<file path="src/rtl/sdi_ser_pkg.sv">
`timescale 1ns/1ps
package sdi_ser_pkg;
  localparam int SDI_WORD_W   = 10;
  localparam int SDI_NARROW_W = 8;
  localparam int SDI_SCR_LEN  = 9;
  localparam int SDI_SCR_TAP  = 4;

  typedef enum logic {
    FMT_WIDE   = 1'b0,
    FMT_NARROW = 1'b1
  } word_fmt_e;
endpackage

</file>
<file path="src/rtl/sdi_word_cond.sv">
`timescale 1ns/1ps
module sdi_word_cond #(
  parameter int WORD_W   = 10,
  parameter int NARROW_W = 8
) (
  input  logic [WORD_W-1:0] din,
  input  logic              narrow_mode,
  input  logic              sync_det_dis,
  output logic [WORD_W-1:0] word_out
);
  import sdi_ser_pkg::*;

  generate
    if (NARROW_W < WORD_W) begin : g_narrow
      localparam int PAD_W = WORD_W - NARROW_W;
      logic [NARROW_W-1:0] upper;
      logic                sync_hit;
      logic [WORD_W-1:0]   narrow_word;

      always_comb begin
        upper       = din[WORD_W-1 -: NARROW_W];
        sync_hit    = (&upper) & ~sync_det_dis;
        narrow_word = {upper, {PAD_W{sync_hit}}};
        if (word_fmt_e'(narrow_mode) == FMT_NARROW) word_out = narrow_word;
        else                                        word_out = din;
      end
    end else begin : g_wide_only
      logic unused_ctl;
      always_comb begin
        unused_ctl = narrow_mode ^ sync_det_dis;
        word_out   = din;
      end
    end
  endgenerate
endmodule

</file>
<file path="src/rtl/sdi_piso.sv">
`timescale 1ns/1ps
module sdi_piso #(
  parameter int WORD_W = 10
) (
  input  logic              clk,
  input  logic              rst,
  input  logic              load,
  input  logic [WORD_W-1:0] word_in,
  output logic              ser_bit
);
  logic [WORD_W-1:0] sreg;

  always_ff @(posedge clk) begin
    if (rst)       sreg <= '0;
    else if (load) sreg <= word_in;
    else           sreg <= {1'b0, sreg[WORD_W-1:1]};
  end

  assign ser_bit = sreg[0];
endmodule

</file>
<file path="src/rtl/sdi_scram_nrzi.sv">
`timescale 1ns/1ps
module sdi_scram_nrzi #(
  parameter int SCR_LEN = 9,
  parameter int SCR_TAP = 4
) (
  input  logic clk,
  input  logic rst,
  input  logic data_bit,
  output logic scr_bit,
  output logic sdo
);
  logic [SCR_LEN-1:0] hist;
  logic               level;

  assign scr_bit = data_bit ^ hist[SCR_TAP-1] ^ hist[SCR_LEN-1];

  always_ff @(posedge clk) begin
    if (rst) begin
      hist  <= '0;
      level <= 1'b0;
    end else begin
      hist  <= {hist[SCR_LEN-2:0], scr_bit};
      level <= level ^ scr_bit;
    end
  end

  assign sdo = level;
endmodule

</file>
<file path="src/rtl/sdi_lock_gen.sv">
`timescale 1ns/1ps
module sdi_lock_gen #(
  parameter int HOLD = 10
) (
  input  logic clk,
  input  logic rst,
  input  logic word_en,
  output logic locked
);
  localparam int CW = $clog2(HOLD + 1);
  logic [CW-1:0] hold_cnt;
  logic          hold_done;

  assign hold_done = (hold_cnt == CW'(HOLD));

  always_ff @(posedge clk) begin
    if (rst) begin
      hold_cnt <= '0;
      locked   <= 1'b0;
    end else begin
      if (!hold_done) hold_cnt <= hold_cnt + 1'b1;
      if (word_en && hold_done) locked <= 1'b1;
    end
  end
endmodule

</file>
<file path="src/rtl/sdi_serializer.sv">
`timescale 1ns/1ps
module sdi_serializer #(
  parameter int WORD_W   = sdi_ser_pkg::SDI_WORD_W,
  parameter int NARROW_W = sdi_ser_pkg::SDI_NARROW_W,
  parameter int SCR_LEN  = sdi_ser_pkg::SDI_SCR_LEN,
  parameter int SCR_TAP  = sdi_ser_pkg::SDI_SCR_TAP
) (
  input  logic              clk,
  input  logic              rst,
  input  logic              word_en,
  input  logic [WORD_W-1:0] din,
  input  logic              narrow_mode,
  input  logic              sync_det_dis,
  output logic              sdo,
  output logic              locked
);
  localparam int HOLD = WORD_W;

  logic [WORD_W-1:0] cond_word;
  logic              ser_bit;
  logic              scr_bit;

  sdi_word_cond #(.WORD_W(WORD_W), .NARROW_W(NARROW_W)) u_cond (
    .din          (din),
    .narrow_mode  (narrow_mode),
    .sync_det_dis (sync_det_dis),
    .word_out     (cond_word)
  );

  sdi_piso #(.WORD_W(WORD_W)) u_piso (
    .clk     (clk),
    .rst     (rst),
    .load    (word_en),
    .word_in (cond_word),
    .ser_bit (ser_bit)
  );

  sdi_scram_nrzi #(.SCR_LEN(SCR_LEN), .SCR_TAP(SCR_TAP)) u_scr (
    .clk      (clk),
    .rst      (rst),
    .data_bit (ser_bit),
    .scr_bit  (scr_bit),
    .sdo      (sdo)
  );

  sdi_lock_gen #(.HOLD(HOLD)) u_lock (
    .clk     (clk),
    .rst     (rst),
    .word_en (word_en),
    .locked  (locked)
  );
endmodule

</file>
<file path="config.mk">
export PLATFORM = sky130hd
export DESIGN_NAME = sdi_serializer
export DESIGN_NICKNAME = d
export VERILOG_FILES = /design/src/rtl/sdi_ser_pkg.sv /design/src/rtl/sdi_word_cond.sv /design/src/rtl/sdi_piso.sv /design/src/rtl/sdi_scram_nrzi.sv /design/src/rtl/sdi_lock_gen.sv /design/src/rtl/sdi_serializer.sv
export SDC_FILE = /design/constraint.sdc
export NUM_CORES = 1
export LEC_CHECK = 0
export BUFFER_PORTS_ARGS = -buffer_cell sky130_fd_sc_hd__buf_2
export CAP_MARGIN = 0
export CORE_MARGIN = 10
export CORE_UTILIZATION = 50
export CTS_CLUSTER_DIAMETER = 30
export DETAILED_ROUTE_END_ITERATION = 6
export GPL_TIMING_DRIVEN = 0
export PLACE_DENSITY = 0.72
export SYNTH_ARGS = -nofsm -noshare
export SYNTH_HDL_FRONTEND = slang
export SYNTH_SLANG_ARGS = --single-unit
</file>
<file path="constraint.sdc">
create_clock -name clk -period 1.51 [get_ports clk]
set_clock_uncertainty 0.15 [all_clocks]
set_input_delay 0.302 -clock clk [delete_from_list [all_inputs] [get_ports clk]]
set_output_delay 0.302 -clock clk [all_outputs]
set_load 0.02 [all_outputs]
</file>
Yosys cells after proc, flatten, opt, wreduce, memory -nomap -nowiden
Index checks and enable logic that the tools add are counted.

word-level totals
  input port bits = 15
  register bits = 25
  output and inout port bits = 2
  ROM bits = 0
  memories = 0
  bits in latches = 0
  bits in writable memories = 0

cells by class
  eq/ne operators = 1
  add/sub/neg operators = 1
  divide/modulo/power cells = 0
  bitwise gates (word level) = 6
  $lt $le $gt $ge = 0
  shift operators = 0
  reductions and logical operators = 3
  multipliers = 0
  muxes and demuxes = 2

operators with widths
  cell                   count
  $mux W9                1
  $reduce_and A8 Y1      1
  $add A4 B1 Y4 const B  1
  $eq A4 B4 Y1 const B   1
  $xor A1 B1 Y1          3
  $mux W2                1
  $not A1 Y1             2
  $reduce_or A2 Y1       1
  $and A1 B1 Y1          1
  $logic_and A1 B1 Y1    1

Depth between registers and ports, before layout
  depth after elaboration = 4
  gate-level depth with buffers = 5
  depth with buffers taken out = 5

By module
Synthesis repeated with hierarchy kept, for this count alone.

unflattened totals
  cells, all modules = 92
  area total of the unflattened synthesis = 987.2 sq um

modules (own cells, without submodules)
  module          cells each  times used  area an instance (sq um)
  sdi_piso        31          1           352.8
  sdi_scram_nrzi  23          1           294.0
  sdi_lock_gen    23          1           236.5
  sdi_word_cond   15          1           103.8

Worst setup path after synthesis
No wires, ideal clock.

  path type = flip-flop to flip-flop
  start = register u_lock.hold_cnt[0]
  end = register u_lock.hold_cnt[1]
  period minus slack after synthesis = 1203 ps
  setup slack = 307 ps
  setup time = 86 ps
  required time = 1274 ps
  stages on the path, launching flop included = 6
  arrival time = 967 ps
  path through = dfxtp_1 -> inv_1 -> ha_1 -> nand3b_1 -> nor2_1 -> a211oi_1

between the ends
  longest elaborated chain between the ends = 1
  elaborated cells on any way between the ends = 2

RTL lines
  element                                               line                                    source
  start: declaration                                    sdi_lock_gen.sv:11                      logic [CW-1:0] hold_cnt;
  start signal: assignment                              sdi_lock_gen.sv:21                      if (!hold_done) hold_cnt <= hold_cnt + 1'b1;
  $add A4 B1 Y4 / $eq A4 B4 Y1 (equally long branches)  sdi_lock_gen.sv:21, sdi_lock_gen.sv:14

Several ways; a longest one is shown, not always the timed one.
A chain may end at the register's enable or synchronous reset.

Worst setup path in the final report
Same ends and word-level chain as after synthesis.

==> summary.md <==
| Metric | Value |
|---|---|
| Die area | `0.003889 mm²` |
| Area leader, netlist | `dfxtp_1` |
| Crit. Startpoint | `u_lock.hold_cnt[0]` |
| Fin. Hold Viols | `0` |
| Ys flop type | `dfxtp_1` |
| Commonest cells post-synth | `dfxtp_1 (25), nor2_1 (13), mux2i_1 (7), nor2b_1 (6), inv_1 (3)` |
| Nets | `122` |
| Post-CTS setup buffer count | `0` |
| Pin count of the biggest net entering global routing | `15` |
| Clk sink count | `25` |
| First-pass GRT wire length | `2525 µm` |
| TritonRoute pass-1 iters | `4` |
| Worst-Margin Slew | `192.2 ps` |
| Mapped Avg Cell Area | `10.68 µm²` |
| Final min period | `1341 ps` |
| CTS Buffer Depth | `2` |
| Vias in the first global route | `597` |
| Count leader, synth | `dfxtp_1` |
| FF-to-FF setup slack | `170 ps` |
| Initial DRC count | `20` |
| Switch share | `22.38%` |
| Final GP Congestion | `0.7893` |
| R2R depth | `5` |
| Slew Limit Fails | `0` |
| Max_cap viols | `0` |
| CP Launch Type | `flip-flop` |
| Syn Inst Count | `84` |
| Main combinational cell family by area after synthesis | `simple AND/OR/NAND/NOR gates` |
| R2r startpoint | `u_lock.hold_cnt[0]` |
| Required @ worst endpoint | `1580 ps` |
| P per Cell Area | `1033 mW/mm²` |
| P_sw | `239.6 µW` |
| GR Overflow Total | `0` |
| Post-synth EDFFs | `0` |
| Syn nets | `101` |
| DRC violations left | `0` |
| Sequential share of the synthesized area | `55.79%` |
| Mux cell area share after synthesis | `7.810%` |
| GRT Util Overall | `7.779%` |
| DP HPWL | `1147 µm` |
| Synth top area cells | `dfxtp_1 (56%), mux2i_1 (7.8%), nor2_1 (5.4%), nor2b_1 (4.2%), ha_1 (2.8%)` |
| Top cell type's share of synthesized area | `55.79%` |
| Chip Width | `62.36 µm` |
| Internal power | `830.8 µW` |
| Core Box Area | `0.001708 mm²` |
| Post_cts resized | `0` |
| Ys async rst share | `0%` |
| Seq cells post-synth | `25` |
| Seq pwr share | `65.1%` |
| DR WL/cell | `11.29 µm` |
| Final worst-path cycle share | `88.80%` |
| Clock power frac | `26.1%` |
| H-tree levels | `1` |
| Routed WL | `1457 µm` |
| Post-Synth Adder-Cell Area | `2.789%` |
| Setup crit end | `u_lock.hold_cnt[1]` |
| Port Buffer Count | `16` |
| Critical path endpoint category | `flip-flop` |
| Data arrival time of the worst path | `1420 ps` |
| Slew headroom | `87.11%` |
| Clk_lat worst skew | `310 ps` |
| Row count | `15` |
| Number of CTS-inserted buffers | `3` |
| Final Setup Violations | `0` |
| Xor/xnor share of the synthesized area | `5.439%` |
| Syn. warnings | `0` |
| Max FO, Critical Path | `4` |
| Die Y-Extent | `62.36 µm` |
| # diodes | `0` |
| Synth Cell Area | `897.1 µm²` |
| Final antenna-violating net count | `0` |
| Num ports | `17` |
| CP Class | `reg -> reg` |
| Final Worst Setup Slack | `169.2 ps` |
| Initial core utilization | `52.53%` |
| Worst slack, placed | `175.1 ps` |
| Vias | `622` |
| Worst vdd rail ir drop | `0.8893 mV` |
| Complex-gate fraction of the synthesized area | `5.021%` |
| CTS clock-pin slew for the worst setup and hold paths | `120 ps` |
| Root buffer cell | `clkbuf_4` |
| Yosys cell types | `26` |
| Area grow syn2layout | `15.48%` |
| Synth Area in Simple Gates | `19.94%` |
| Worst reg2reg endpoint | `u_lock.hold_cnt[1]` |
| RSZ-0062 raised after global routing | `no` |
| CTS tree | `yes` |
| Post-CTS Hold Buffers | `0` |
| Leakage | `0.4682 nW` |
| Initial antenna violation count | `0` |
| TNS Setup | `0 ps` |
| Vias per cell | `4.822` |
| Combinational cell fraction of total power | `8.8%` |
| Max Freq | `0.7458 GHz` |
| Worst Hold Depth | `2` |
| Share of layout cells above drive strength 1 | `22.12%` |
| Result of the run | `finished, final reports clean` |
| Worst min-delay path category | `in -> reg` |
## placed cells by master, fill, tap and decap left out, types with 3 or more instances in the layout
cell type and count:
dfxtp_1 25, buf_2 18, mux2i_1 7, nor2_1 13, clkbuf_4 3, nor2b_1 6
inv_1 3
## per-layer routing
layer	vias to the layer above	share of wire [%]	global-route usage, %
li1	318	-	-
met4	0	0.82	2.514
met2	21	46	12.18
met1	281	46	8.660
met3	2	7.3	4.480
met5	-	0	0
## sequential cells by signal, summed over array words and instances (netlist names)
| name | flops |
|---|---|
| u_lock.locked | 1 |
| u_lock.hold_cnt | 4 |
| u_scr.hist | 9 |
| u_scr.sdo | 1 |
| u_piso.sreg | 10 |
## worst max-delay path, stage by stage (launching register included)
cell	delay [ps]
dfxtp_1	410
inv_1	60
ha_1	230
nand3b_1	150
nor2_1	50
a211oi_1	210
## logic make-up after synthesis
logic type	after synthesis
AO/OA/AOI/OAI	7
flip-flops	25
multiplexers	7
AND/OR/NAND/NOR	33
XOR/XNOR	4
buffers and inverters	6
adder cells (fa/ha/maj)	2
## worst min path at each step
stage,start,endpoint
3_3_place_gp,u_scr.hist[1],u_scr.hist[2]
5_1_grt,rst,u_scr.hist[4]
2_1_floorplan,rst,u_scr.hist[1]
6_report,rst,u_scr.hist[4]
4_1_cts,din[7],u_piso.sreg[7]
3_5_place_dp,u_scr.hist[1],u_scr.hist[2]
## power groups by stage
| stage | sequential, mW | combinational [mW] | clock [mW] |
|---|---|---|---|
| floorplan | 0.711 | 0.0576 | 0 |
| global placement | 0.711 | 0.0918 | 0 |
| detailed placement | 0.711 | 0.0949 | 0 |
| CTS | 0.697 | 0.0952 | 0.294 |
| global route | 0.700 | 0.107 | 0.325 |
| finish | 0.697 | 0.0937 | 0.280 |
## cell type report
| class | count | area (µm²) |
|---|---|---|
| plain buffers | 3 | 17.52 |
| clock buffers | 3 | 22.52 |
| fillers | 147 | 671.9 |
| repair buffers | 16 | 80.08 |
| clock inverters | 1 | 5.005 |
| multi-input cells | 53 | 367.9 |
| well taps | 25 | 31.28 |
| flip-flops and latches | 25 | 500.5 |
| inverters | 3 | 11.26 |
## stage by stage
step / hold slack (ps) / instances / util [%] / power (mW) / instance area [µm²]
global route: 68.92 / 129 / 60.66 / 1.132 / 1036
finish: 80.12 / 129 / 60.66 / 1.070 / 1036
detailed placement: 271.5 / 125 / 59.05 / 0.8062 / 1008
global placement: 265.8 / 125 / 59.05 / 0.8028 / 1008
floorplan: 223.6 / 84 / - / 0.7683 / 897.1
CTS: 78.30 / 129 / 60.66 / 1.086 / 1036
No activity file was read; power rests on OpenSTA's default activity.
